==> config.mk <==
export PLATFORM = sky130hd
export DESIGN_NAME = fpbr_resolve
export DESIGN_NICKNAME = d
export VERILOG_FILES = /design/src/rtl/fpbr_pkg.sv /design/src/rtl/fpbr_decode.sv /design/src/rtl/fpbr_slotcls.sv /design/src/rtl/fpbr_ccreg.sv /design/src/rtl/fpbr_target.sv /design/src/rtl/fpbr_resolve.sv
export SDC_FILE = /design/constraint.sdc
export NUM_CORES = 1
export LEC_CHECK = 0
export BUFFER_PORTS_ARGS = -buffer_cell sky130_fd_sc_hd__buf_2
export CAP_MARGIN = 20
export CORE_MARGIN = 8
export CORE_UTILIZATION = 50
export CTS_BUF_LIST = sky130_fd_sc_hd__clkbuf_8
export DETAILED_ROUTE_END_ITERATION = 12
export MAX_ROUTING_LAYER = met4
export PLACE_DENSITY = 0.93
export SLEW_MARGIN = 10
export SYNTH_ARGS = -nofsm -noshare
export SYNTH_HDL_FRONTEND = slang
export SYNTH_SLANG_ARGS = --single-unit
==> constraint.sdc <==
create_clock -name clk -period 6.8 [get_ports clk]
set_clock_uncertainty 0.15 [all_clocks]
set_input_delay 0.68 -clock clk [delete_from_list [all_inputs] [get_ports clk]]
set_output_delay 0.68 -clock clk [all_outputs]
set_load 0.03 [all_outputs]
==> src/rtl/fpbr_pkg.sv <==
package fpbr_pkg;

   localparam logic [5:0] OPC_FPU     = 6'b010001;
   localparam logic [4:0] SUB_CONDBR  = 5'b01000;
   localparam logic [5:0] OPC_REGFN   = 6'b000000;
   localparam logic [5:0] FN_REGJMP   = 6'b001000;
   localparam logic [5:0] FN_REGJMPLK = 6'b001001;

   typedef struct packed {
      logic        hit;
      logic [2:0]  ccf;
      logic        likely;
      logic        sense;
      logic [15:0] off;
   } br_fields_t;

endpackage

==> src/rtl/fpbr_decode.sv <==
module fpbr_decode
   import fpbr_pkg::*;
(
   input  logic        valid,
   input  logic [31:0] word,
   output br_fields_t  fld
);
   always_comb begin
      fld.hit    = valid && (word[31:26] == OPC_FPU) && (word[25:21] == SUB_CONDBR);
      fld.ccf    = word[20:18];
      fld.likely = word[17];
      fld.sense  = word[16];
      fld.off    = word[15:0];
   end
endmodule

==> src/rtl/fpbr_slotcls.sv <==
module fpbr_slotcls
   import fpbr_pkg::*;
(
   input  logic [5:0] opc,
   input  logic [4:0] sub,
   input  logic [5:0] fn,
   output logic       is_xfer
);
   logic imm_br, likely_br, fpu_br, reg_jmp;

   always_comb begin
      imm_br    = (opc >= 6'b000001) && (opc <= 6'b000111);
      likely_br = (opc[5:2] == 4'b0101);
      fpu_br    = (opc == OPC_FPU) && (sub == SUB_CONDBR);
      reg_jmp   = (opc == OPC_REGFN) && ((fn == FN_REGJMP) || (fn == FN_REGJMPLK));
      is_xfer   = imm_br || likely_br || fpu_br || reg_jmp;
   end
endmodule

==> src/rtl/fpbr_ccreg.sv <==
module fpbr_ccreg #(
   parameter int CCN = 8
) (
   input  logic           clk,
   input  logic           rst_n,
   input  logic           we,
   input  logic [2:0]     widx,
   input  logic           wval,
   input  logic [2:0]     sel,
   output logic [CCN-1:0] cc_q,
   output logic           sel_bit
);
   localparam int PADW = 8;

   logic [CCN-1:0]  cc_nxt;
   logic [PADW-1:0] fwd_pad;
   logic [PADW-1:0] q_pad;

   generate
      if (CCN < 1 || CCN > PADW) begin : g_bad_ccn
         $error("fpbr_ccreg: CCN must lie in 1..8");
      end
   endgenerate

   for (genvar g = 0; g < CCN; g++) begin : g_bit
      always_comb cc_nxt[g] = (we && (widx == 3'(g))) ? wval : cc_q[g];
      always_ff @(posedge clk or negedge rst_n) begin
         if (!rst_n) cc_q[g] <= 1'b0;
         else        cc_q[g] <= cc_nxt[g];
      end
   end

   always_comb begin
      fwd_pad = '0;
      q_pad   = '0;
      fwd_pad[CCN-1:0] = cc_nxt;
      q_pad[CCN-1:0]   = cc_q;
      sel_bit = fwd_pad[sel];
   end

   // a write lands in the named bit
   p_cc_write_r6: assert property (@(posedge clk) disable iff (!rst_n)
      (we && ({1'b0, widx} < 4'(CCN))) |=> (q_pad[$past(widx)] == $past(wval)));

   // no write, no change
   p_cc_hold_r6: assert property (@(posedge clk) disable iff (!rst_n)
      !we |=> $stable(cc_q));
endmodule

==> src/rtl/fpbr_target.sv <==
module fpbr_target #(
   parameter int AW = 32
) (
   input  logic [AW-1:0] pc,
   input  logic [15:0]   off,
   output logic [AW-1:0] seq,
   output logic [AW-1:0] dest
);
   localparam int DW = 18;
   localparam int XW = AW - DW;

   logic [AW-1:0] disp;

   generate
      if (AW < DW + 1 || AW > 64) begin : g_bad_aw
         $error("fpbr_target: AW must lie in 19..64");
      end
   endgenerate

   always_comb begin
      disp = {{XW{off[15]}}, off, 2'b00};
      seq  = pc + AW'(4);
      dest = seq + disp;
   end
endmodule

==> src/rtl/fpbr_resolve.sv <==
module fpbr_resolve
   import fpbr_pkg::*;
#(
   parameter int AW     = 32,
   parameter int CCN    = 8,
   parameter bit LEGACY = 1'b0
) (
   input  logic           clk,
   input  logic           rst_n,
   input  logic           in_valid,
   input  logic [31:0]    instr,
   input  logic [AW-1:0]  pc,
   input  logic [31:0]    slot_instr,
   input  logic           cmp_we,
   input  logic [2:0]     cmp_idx,
   input  logic           cmp_val,
   output logic           br_hit,
   output logic           br_taken,
   output logic [AW-1:0]  br_target,
   output logic [AW-1:0]  next_pc,
   output logic           nullify_slot,
   output logic           rsv_enc,
   output logic           slot_err,
   output logic [CCN-1:0] cc_state
);
   br_fields_t    fld;
   logic [2:0]    sel_idx;
   logic          sel_bit;
   logic          cond;
   logic          slot_xfer;
   logic [AW-1:0] seq_pc;
   logic          unused_slot_bits;

   assign unused_slot_bits = ^slot_instr[20:6];

   fpbr_decode u_dec (
      .valid (in_valid),
      .word  (instr),
      .fld   (fld)
   );

   generate
      if (LEGACY) begin : g_legacy
         assign sel_idx = 3'd0;
         assign rsv_enc = fld.hit && (fld.ccf != 3'd0);
      end else begin : g_full
         assign sel_idx = fld.ccf;
         assign rsv_enc = 1'b0;
      end
   endgenerate

   fpbr_ccreg #(.CCN(CCN)) u_cc (
      .clk     (clk),
      .rst_n   (rst_n),
      .we      (cmp_we),
      .widx    (cmp_idx),
      .wval    (cmp_val),
      .sel     (sel_idx),
      .cc_q    (cc_state),
      .sel_bit (sel_bit)
   );

   fpbr_target #(.AW(AW)) u_tgt (
      .pc   (pc),
      .off  (fld.off),
      .seq  (seq_pc),
      .dest (br_target)
   );

   fpbr_slotcls u_slot (
      .opc     (slot_instr[31:26]),
      .sub     (slot_instr[25:21]),
      .fn      (slot_instr[5:0]),
      .is_xfer (slot_xfer)
   );

   always_comb begin
      br_hit       = fld.hit;
      cond         = (sel_bit == fld.sense);
      br_taken     = fld.hit && cond;
      next_pc      = br_taken ? br_target : seq_pc;
      nullify_slot = fld.hit && fld.likely && !cond;
      slot_err     = fld.hit && slot_xfer;
   end

   // squash and redirect are exclusive
   p_null_excl_r5: assert property (@(posedge clk) disable iff (!rst_n)
      nullify_slot |-> !br_taken);

   // non-branch words pass straight through
   p_nohit_pass_r4: assert property (@(posedge clk) disable iff (!rst_n)
      !br_hit |-> (next_pc == pc + AW'(4)) && !br_taken && !nullify_slot && !slot_err);

   // a same-cycle compare write decides the outcome
   p_fwd_r7: assert property (@(posedge clk) disable iff (!rst_n)
      (br_hit && cmp_we && (cmp_idx == sel_idx) && ({1'b0, cmp_idx} < 4'(CCN)))
         |-> (br_taken == (cmp_val == instr[16])));

   // reserved flag only on a hit
   p_rsv_hit_r8: assert property (@(posedge clk) disable iff (!rst_n)
      rsv_enc |-> br_hit);

   // redirect follows the target
   p_taken_tgt_r4: assert property (@(posedge clk) disable iff (!rst_n)
      br_taken |-> (next_pc == br_target));
endmodule

# == Yosys cells after proc, flatten, opt, wreduce, memory -nomap -nowiden ==
# Index checks and enable logic that the tools add are counted.
# word_totals
in_bits,104
output_inout_bits,77
wordCells,63
reg_bits,8
# classes
n_lt_le_gt_ge,3
n_addsub,2
mux,11
n_eq_ne,15
reduce_logical,24
# ops
cell,count
$add 32x3->32 const B,1
$add 32x32->32,1
$mux 32,1
$logic_and 1x1->1,17
$eq 3x3->1 const B,4
$eq 6x4->1 const B,2
$eq 6x5->1 const B,2
$eq 5x4->1 const B,2
$mux 1,9
$eq 3x2->1 const B,2
$ge 6x1->1 const B,1
$le 6x3->1 const B,1
$logic_not 6->1,1
$eq 4x3->1 const B,1
$logic_or 1x1->1,4
$lt 3x4->1 const B,1
$bmux 1 s3,1
$eq 3x1->1 const B,1
$logic_not 3->1,1
$eq 1x1->1,1
$logic_not 1->1,1

# == Longest topological paths before layout ==
# Gate-level depths: netlist of the first run.
# depth
word_depth,8
ltp_mapped,17
ltp_nobuf,17

# == Hierarchy ==
# Synthesis of the first run repeated with hierarchy kept, for this count alone.
# unflattened
cells_unflattened,402
area_unflattened_um2,3379.5
# by_module_without_submodules
module,n_inst,cells_each,area_each_um2
fpbr_target,1,270,1943.1
fpbr_ccreg,1,56,618.1
fpbr_resolve,1,43,554.3
fpbr_decode,1,25,203.9
fpbr_slotcls,1,8,60.1

# == Worst setup path before layout of the first run ==
# No wires, ideal clock.
# synth_path
kind,input -> output
from,input port pc[4]
to,output port next_pc[30]
slack_ns,1.653
n_path_buf,0
path_stages,17
required_time_ns,5.970
t_arrival_ns,4.317
cell_sequence,and4_1 -> and4_1 -> and3_1 -> nand2_1 -> nor2_1 -> nand4_1 -> xnor2_1 -> ha_1 -> a21o_1 -> a21o_1 -> a21oi_1 -> nor2b_1 -> or3_1 -> a31oi_1 -> o31ai_1 -> xor2_1 -> mux2_4
# synth_via
elab_chain_cells,3
# synth_rtl
element,line,text
from (decl),fpbr_resolve.sv:12,"input logic [AW-1:0] pc,"
$add 32x3->32,fpbr_target.sv:22,seq = pc + AW'(4);
$add 32x32->32,fpbr_target.sv:23,dest = seq + disp;
via br_target[30],fpbr_resolve.sv:19,"output logic [AW-1:0] br_target,"
$mux 32,fpbr_resolve.sv:81,next_pc = br_taken ? br_target : seq_pc;
to (decl),fpbr_resolve.sv:20,"output logic [AW-1:0] next_pc,"
# The timed path passes the listed nets, and every way through them passes these cells.

# == Final worst setup path of the first run ==
# layout_path
from,input port pc[4]
to,output port next_pc[30]
# layout_via
elab_chain_cells,3
# layout_rtl
element,line
$add 32x3->32 *,fpbr_target.sv:22
$add 32x32->32,fpbr_target.sv:23
$mux 32 *,fpbr_resolve.sv:81
# Mark *: on every way between the ends. The rest lies on a longest branch, timed or not.

==> flow_summary.json, run 1 <==
{
  "worst-path-max-fanout": 6,
  "final_nets": 673,
  "max-cap-violations": 0,
  "final.setup.tns_ns": 0,
  "fp.dieW_um": 94.9,
  "cts_sinks": 8,
  "final_core_util_pct": 65.9,
  "post-route-period-util_pct": 83.0,
  "yosys_warnings": 0,
  "dp_hpwl_um": 8660,
  "regArea_um2": 200,
  "diodes": 0,
  "synth_edf_count": 0,
  "cts_resized": 0,
  "num_io_pins": 181,
  "postSynthCellCount": 379,
  "clockBufferDepth": 2,
  "regToRegSetupSlack_ns": 5.82,
  "start_util_pct": 52.3,
  "grt_max_degree": 34,
  "async_flop_share_pct": 100,
  "grt_antenna_before_repair": 0,
  "cts_tree": "done",
  "leakage_uw": 0.00197,
  "synth_top_area_share_pct": 14.9,
  "vias": 3485,
  "syn_area_per_cell_um2": 8.22,
  "startpoint_type": "input port",
  "multi_input_area_mm2": 0.00277,
  "synth_nets": 521,
  "ir_drop_v": 0.000169,
  "clock_latency_ns": 0.23,
  "hold_class": "input port to async pin",
  "drcViolationCount": 0,
  "drive_above_1_share_pct": 37.1,
  "routed_wl_um": 9880,
  "ys_seq_area_share_pct": 6.43,
  "dp.cells": 601,
  "ctsHoldBuffers": 0,
  "largest_register_ffs": 8,
  "fmax_ghz": 0.177,
  "gp_congestion": 0.898,
  "rsz0062_at_grt": "no",
  "rows": 28,
  "drtPass1Iterations": 5,
  "fillers": 520,
  "yosysTopAreaCell": "ha_1",
  "syn_to_final_growth_pct": 26.0,
  "portBuffers": 157,
  "netlist_area_mm2": 0.00311,
  "postCtsSetupBuffers": 0,
  "p_per_area_mw_per_mm2": 148,
  "avgViaCountPerCell": 5.77,
  "synthFlopType": "dfrtp_1",
  "drtIter0Drc": 150,
  "fin_crit_ns": 5.64,
  "grt-ovfl-total": 0,
  "cts_max_level": 1,
  "status": "finished, final reports clean",
  "ys_ff_latch": 8,
  "worst_slew_pin_slew_ns": 0.995,
  "numCtsBuffers": 3,
  "wl_per_cell_um": 16.4,
  "synth_area_leaders": "ha_1 (15%), mux2_4 (12%), xnor2_1 (10%), dfrtp_1 (6.4%), xor2_1 (5.3%)",
  "critPathKind": "input port to output pin",
  "finalNonFillerCells": 604,
  "cts.reportedPaths.clkPinSlew_ns": 0.04,
  "report.final.slew_viol_count": 0,
  "fp.coreArea_mm2": 0.00596,
  "slew_headroom_pct": 33.7,
  "finalSetupViolations": 0,
  "holdWs_ns": 0.132,
  "crit_path_end_kind": "output pin",
  "grt_pass1_vias": 3564,
  "ant_nets": 0,
  "max_flop_register": "u_cc.cc_q",
  "cp.arrival_ns": 4.81,
  "die_height_um": 94.9,
  "worstPathRequired_ns": 5.97,
  "yosysUniqueCellTypes": 49,
  "hold_violations": 0,
  "grt_pass1_wl_um": 15500,
  "dieArea_mm2": 0.00901,
  "clockRootBuffer": "clkbuf_8",
  "top_regs": "u_cc.cc_q: 8 flops",
  "grtUsageTotal_pct": 21.2
}
==> worst max-delay path: stages <==
cell and delay, ns:
buf_2 0.13, and4_1 0.27, and4_1 0.24, and3_1 0.27, nand2_1 0.13, nor2_1 0.41, nand4_1 0.17, xnor2_1 0.21
ha_1 0.33, a21o_1 0.22, a21o_1 0.17, a21oi_1 0.18, nor2b_1 0.09, or3_1 0.30, a31oi_1 0.24, o31ai_1 0.13
xor2_1 0.16, mux2_4 0.27, buf_2 0.19
==> path summary, 6_finish.rpt <==
| kind | start | depth (start not counted) | to |
|---|---|---|---|
| max in group asynchronous | rst_n | 1 | u_cc.cc_q[2] |
| worst max-delay path | pc[4] | 19 | next_pc[30] |
| worst min register to register | u_cc.cc_q[1] | 1 | u_cc.cc_q[1] |
| min in group clk | u_cc.cc_q[1] | 1 | u_cc.cc_q[1] |
| worst min-delay path | rst_n | 1 | u_cc.cc_q[3] |
| worst max register to register | u_cc.cc_q[7] | 1 | u_cc.cc_q[7] |
==> stage by stage <==
stage	instance area, um2	setup WS [ns]	total power (uW)
2_1_floorplan	3110	1.65	387
3_3_place_gp	3880	1.21	508
3_5_place_dp	3880	1.20	522
4_1_cts	3920	1.17	583
5_1_grt	3920	0.825	618
6_report	3920	1.16	580
==> cell type report <==
type                            count  area share, %
Clock buffer                        3           1.05
Inverter                           10          0.957
Multi-Input combinational cell    351           70.5
Sequential cell                     8           5.10
Tap cell                           75           2.39
Timing Repair Buffer              157           20.0
==> synth_stat cells, drive strengths merged, types with 8 or more instances <==
master,instances
a21oi,25
nor3,8
nand2,34
mux2,35
dfrtp,8
inv,10
buf,9
o21ai,16
a21o,13
ha,37
xnor2,37
nand4,12
xor2,19
nor2,29
nand3,14
==> metal layers <==
metal	wire length (um)	share of wire (%)	GRT usage, %	vias up
met5	0	0	-	-
met4	159	1.6	6.63	0
met3	838	8.5	4.60	18
met2	4930	50	38.1	153
met1	3960	40	22.5	1624
li1	-	-	-	1690
==> kinds of logic (layout without fill, tap and decap cells) <==
logic type / Yosys count / count (layout) / synth area share, %
flip-flops: 8 / 8 / 6.43
adder cells (fa/ha/maj): 38 / 38 / 15.5
other: 1 / 1 / 0.120
AO/OA/AOI/OAI: 75 / 75 / 15.0
multiplexers: 41 / 41 / 18.6
buffers and inverters: 20 / 170 / 4.82
AND/OR/NAND/NOR: 140 / 140 / 23.7
XOR/XNOR: 56 / 56 / 15.7
==> layout by cell type, fill, tap and decap left out, types with 7 or more instances in the layout <==
master   count
buf_2      157
xnor2_1     37
ha_1        37
nand2_1     34
nor2_1      29
a21oi_1     25
mux2_4      25
xor2_1      19
o21ai_0     16
nand3_1     14
a21o_1      13
nand4_1     12
inv_1       10
nor3_1       8
dfrtp_1      8
and3_1       7
mux2_2       7
==> report_power, final <==
part           internal, uW  switching [uW]  leakage (uW)  total, uW
combinational           162             296       0.00185        458
sequential             58.4            5.55     0.0000960       63.9
clock                  38.4            20.0     0.0000216       58.4
total                   259             321       0.00197        580
No activity file was read; power rests on OpenSTA's default activity.
==> run 2: changes to the inputs <==
CORE_UTILIZATION = 42   (was 50)
PLACE_DENSITY = 0.83   (was 0.93)
clock period = 5.18 ns   (was 6.8 ns; I/O delays follow)
==> run 2 against run 1 <==
Effect of this change: die area rose by 16%; critical path depth did not move; cell area is 3.3% higher; highest routed layer unchanged; utilization down 9.7 points; non-clock buffer count rose by 8; final cell count rose by 5.3%; combinational power is 33% higher; total power rose by 32%; first-iteration DRC count decreased by 39%; clock power rose by 26%; flip-flop and latch count unchanged; via count is 2.0% lower.
==> flow_summary.json, run 2 (synthesized netlist as in run 1, its figures left out) <==
{
  "drtIter0Drc": 91,
  "post-route-period-util_pct": 96.6,
  "ant_nets": 0,
  "drive_above_1_share_pct": 39.5,
  "cts_tree": "done",
  "cp_num_buf_inv": 2,
  "ir_drop_v": 0.000155,
  "final_nets": 681,
  "leakage_uw": 0.00202,
  "grt-ovfl-total": 0,
  "combPwrFrac_pct": 79.4,
  "use_met2_pct": 33.2,
  "crit_chain": "buf_2, and4_4, and4_1, and3_2, nand2_1, nor2_2, nand4_1, xnor2_2, ha_2, a21o_1, a21o_1, a21oi_1, nor2b_1, or3_1, a31oi_2, o31ai_1, xor2_1, mux2_4, buf_2",
  "report.final.slew_viol_count": 0,
  "grt_antenna_before_repair": 0,
  "start_util_pct": 43.2,
  "clockBufferDepth": 2,
  "fmax_ghz": 0.200,
  "max_flop_register": "u_cc.cc_q",
  "fin_crit_ns": 5.00,
  "layout_commonest_cell": "buf_2",
  "hold_violations": 0,
  "wl_per_cell_um": 15.7,
  "die_height_um": 102,
  "cp.arrival_ns": 4.34,
  "startpoint_type": "input port",
  "regToRegSetupSlack_ns": 4.16,
  "vias": 3416,
  "cts_sinks": 8,
  "numCtsBuffers": 3,
  "grt_util_met1_pct": 21.1,
  "p_per_area_mw_per_mm2": 189,
  "grt_pass1_vias": 3504,
  "diodes": 0,
  "worst_r2r_path_depth": 1,
  "r2r-start": "u_cc.cc_q[6]",
  "busiest_layer": "met2",
  "pwr-share-clk_pct": 9.6,
  "cts.reportedPaths.clkPinSlew_ns": 0.04,
  "rows": 31,
  "intPower_uw": 346,
  "min_delay_path_depth": 1,
  "switching_share_pct": 54.9,
  "stdcell_area_mm2": 0.00406,
  "fp.coreArea_mm2": 0.00721,
  "dp_hpwl_um": 8540,
  "cts_max_level": 1,
  "worst_slew_pin_slew_ns": 0.554,
  "whs_endpoint": "u_cc.cc_q[7]",
  "drcViolationCount": 0,
  "regArea_um2": 200,
  "critPathKind": "input port to output pin",
  "portBuffers": 157,
  "fillers": 687,
  "max-cap-violations": 0,
  "seqPwrFrac_pct": 11.0,
  "drtPass1Iterations": 4,
  "grtUsageTotal_pct": 18.3,
  "r2r-end": "u_cc.cc_q[6]",
  "worst-path-max-fanout": 6,
  "status": "finished, final reports clean",
  "num_io_pins": 181,
  "finalSetupViolations": 0,
  "clock_latency_ns": 0.23,
  "multi_input_area_mm2": 0.00280,
  "grt_pass1_wl_um": 15500,
  "syn_to_final_growth_pct": 30.2,
  "dieArea_mm2": 0.0104,
  "clockRootBuffer": "clkbuf_8",
  "cp_top_family": "simple AND/OR/NAND/NOR gates",
  "avgViaCountPerCell": 5.37,
  "largest_register_ffs": 8,
  "holdWs_ns": 0.375,
  "final_cell_mix": "buf_2 (155), xnor2_1 (36), ha_1 (36)",
  "use_met3_pct": 2.52,
  "worstPathRequired_ns": 4.51,
  "slew_headroom_pct": 63.1,
  "hold_class": "register to register",
  "fp.dieW_um": 102,
  "slowest_stage": "ha_2",
  "power.net_switching_uw": 421,
  "grt_max_degree": 34,
  "routed_wl_um": 9980,
  "critPathMaxStageDelay_ns": 0.34,
  "gp_congestion": 0.879,
  "top_regs": "u_cc.cc_q: 8 flops",
  "placed_cell_area_mm2": 0.00395,
  "worstHoldStart": "u_cc.cc_q[7]",
  "crit_path_end_kind": "output pin"
}
run 2: cell types whose count changed in the layout (fill, tap and decap cells not counted), sizes merged:
cell	before	now
buf	157	164
dlygate4sd3	0	1
run 2: worst max path at each step:
stage / start / to / slack (ns) / cells after the start
2_1_floorplan: pc[4] / next_pc[30] / 0.36 / 17
3_3_place_gp: pc[4] / br_target[31] / 0.20 / 19
3_5_place_dp: pc[4] / next_pc[30] / 0.10 / 19
4_1_cts: pc[4] / next_pc[30] / 0.08 / 19
5_1_grt: pc[4] / next_pc[30] / -0.06 / 19
6_report: pc[4] / next_pc[30] / 0.18 / 19
run 2: layer usage:
| layer | wire, um | share of wire [%] |
|---|---|---|
| met1 | 4250 | 43 |
| met2 | 4920 | 49 |
| met4 | 72 | 0.72 |
| met3 | 736 | 7.4 |
| met5 | 0 | 0 |
run 2: metrics by stage:
step | worst slack [ns] | cells | utilization (%) | TNS [ns] | total power (uW)
6_report | 0.177 | 636 | 56.2 | 0 | 767
5_1_grt | -0.0582 | 636 | 56.2 | -0.115 | 815
4_1_cts | 0.0786 | 634 | 55.5 | 0 | 762
3_5_place_dp | 0.102 | 630 | 54.8 | 0 | 683
3_3_place_gp | 0.203 | 630 | 54.8 | 0 | 671
2_1_floorplan | 0.357 | 379 | - | 0 | 508
run 2: final cells by class:
cell class / instances / share of cell area, %
Multi-Input combinational cell: 351 / 69.0
Timing Repair Buffer: 165 / 21.0
Sequential cell: 8 / 4.94
Tap cell: 99 / 3.05
Clock buffer: 3 / 1.02
Inverter: 10 / 0.926
run 2: power by group through the flow:
stage | clock network (uW) | registers [uW] | logic, uW
4_1_cts | 74.9 | 84.4 | 603
6_report | 73.6 | 84.3 | 609
2_1_floorplan | 0 | 112 | 396
3_5_place_dp | 0 | 84.3 | 599
3_3_place_gp | 0 | 83.5 | 588
5_1_grt | 77.6 | 85.9 | 651
run 2: timing repair:
action | 4_1_cts | 5_1_grt
setup buffers | 0 | 2
gates resized for setup | 0 | 13
hold endpoints to repair | 8 | 0
hold buffers | 1 | 0
setup endpoints to repair | 0 | 5
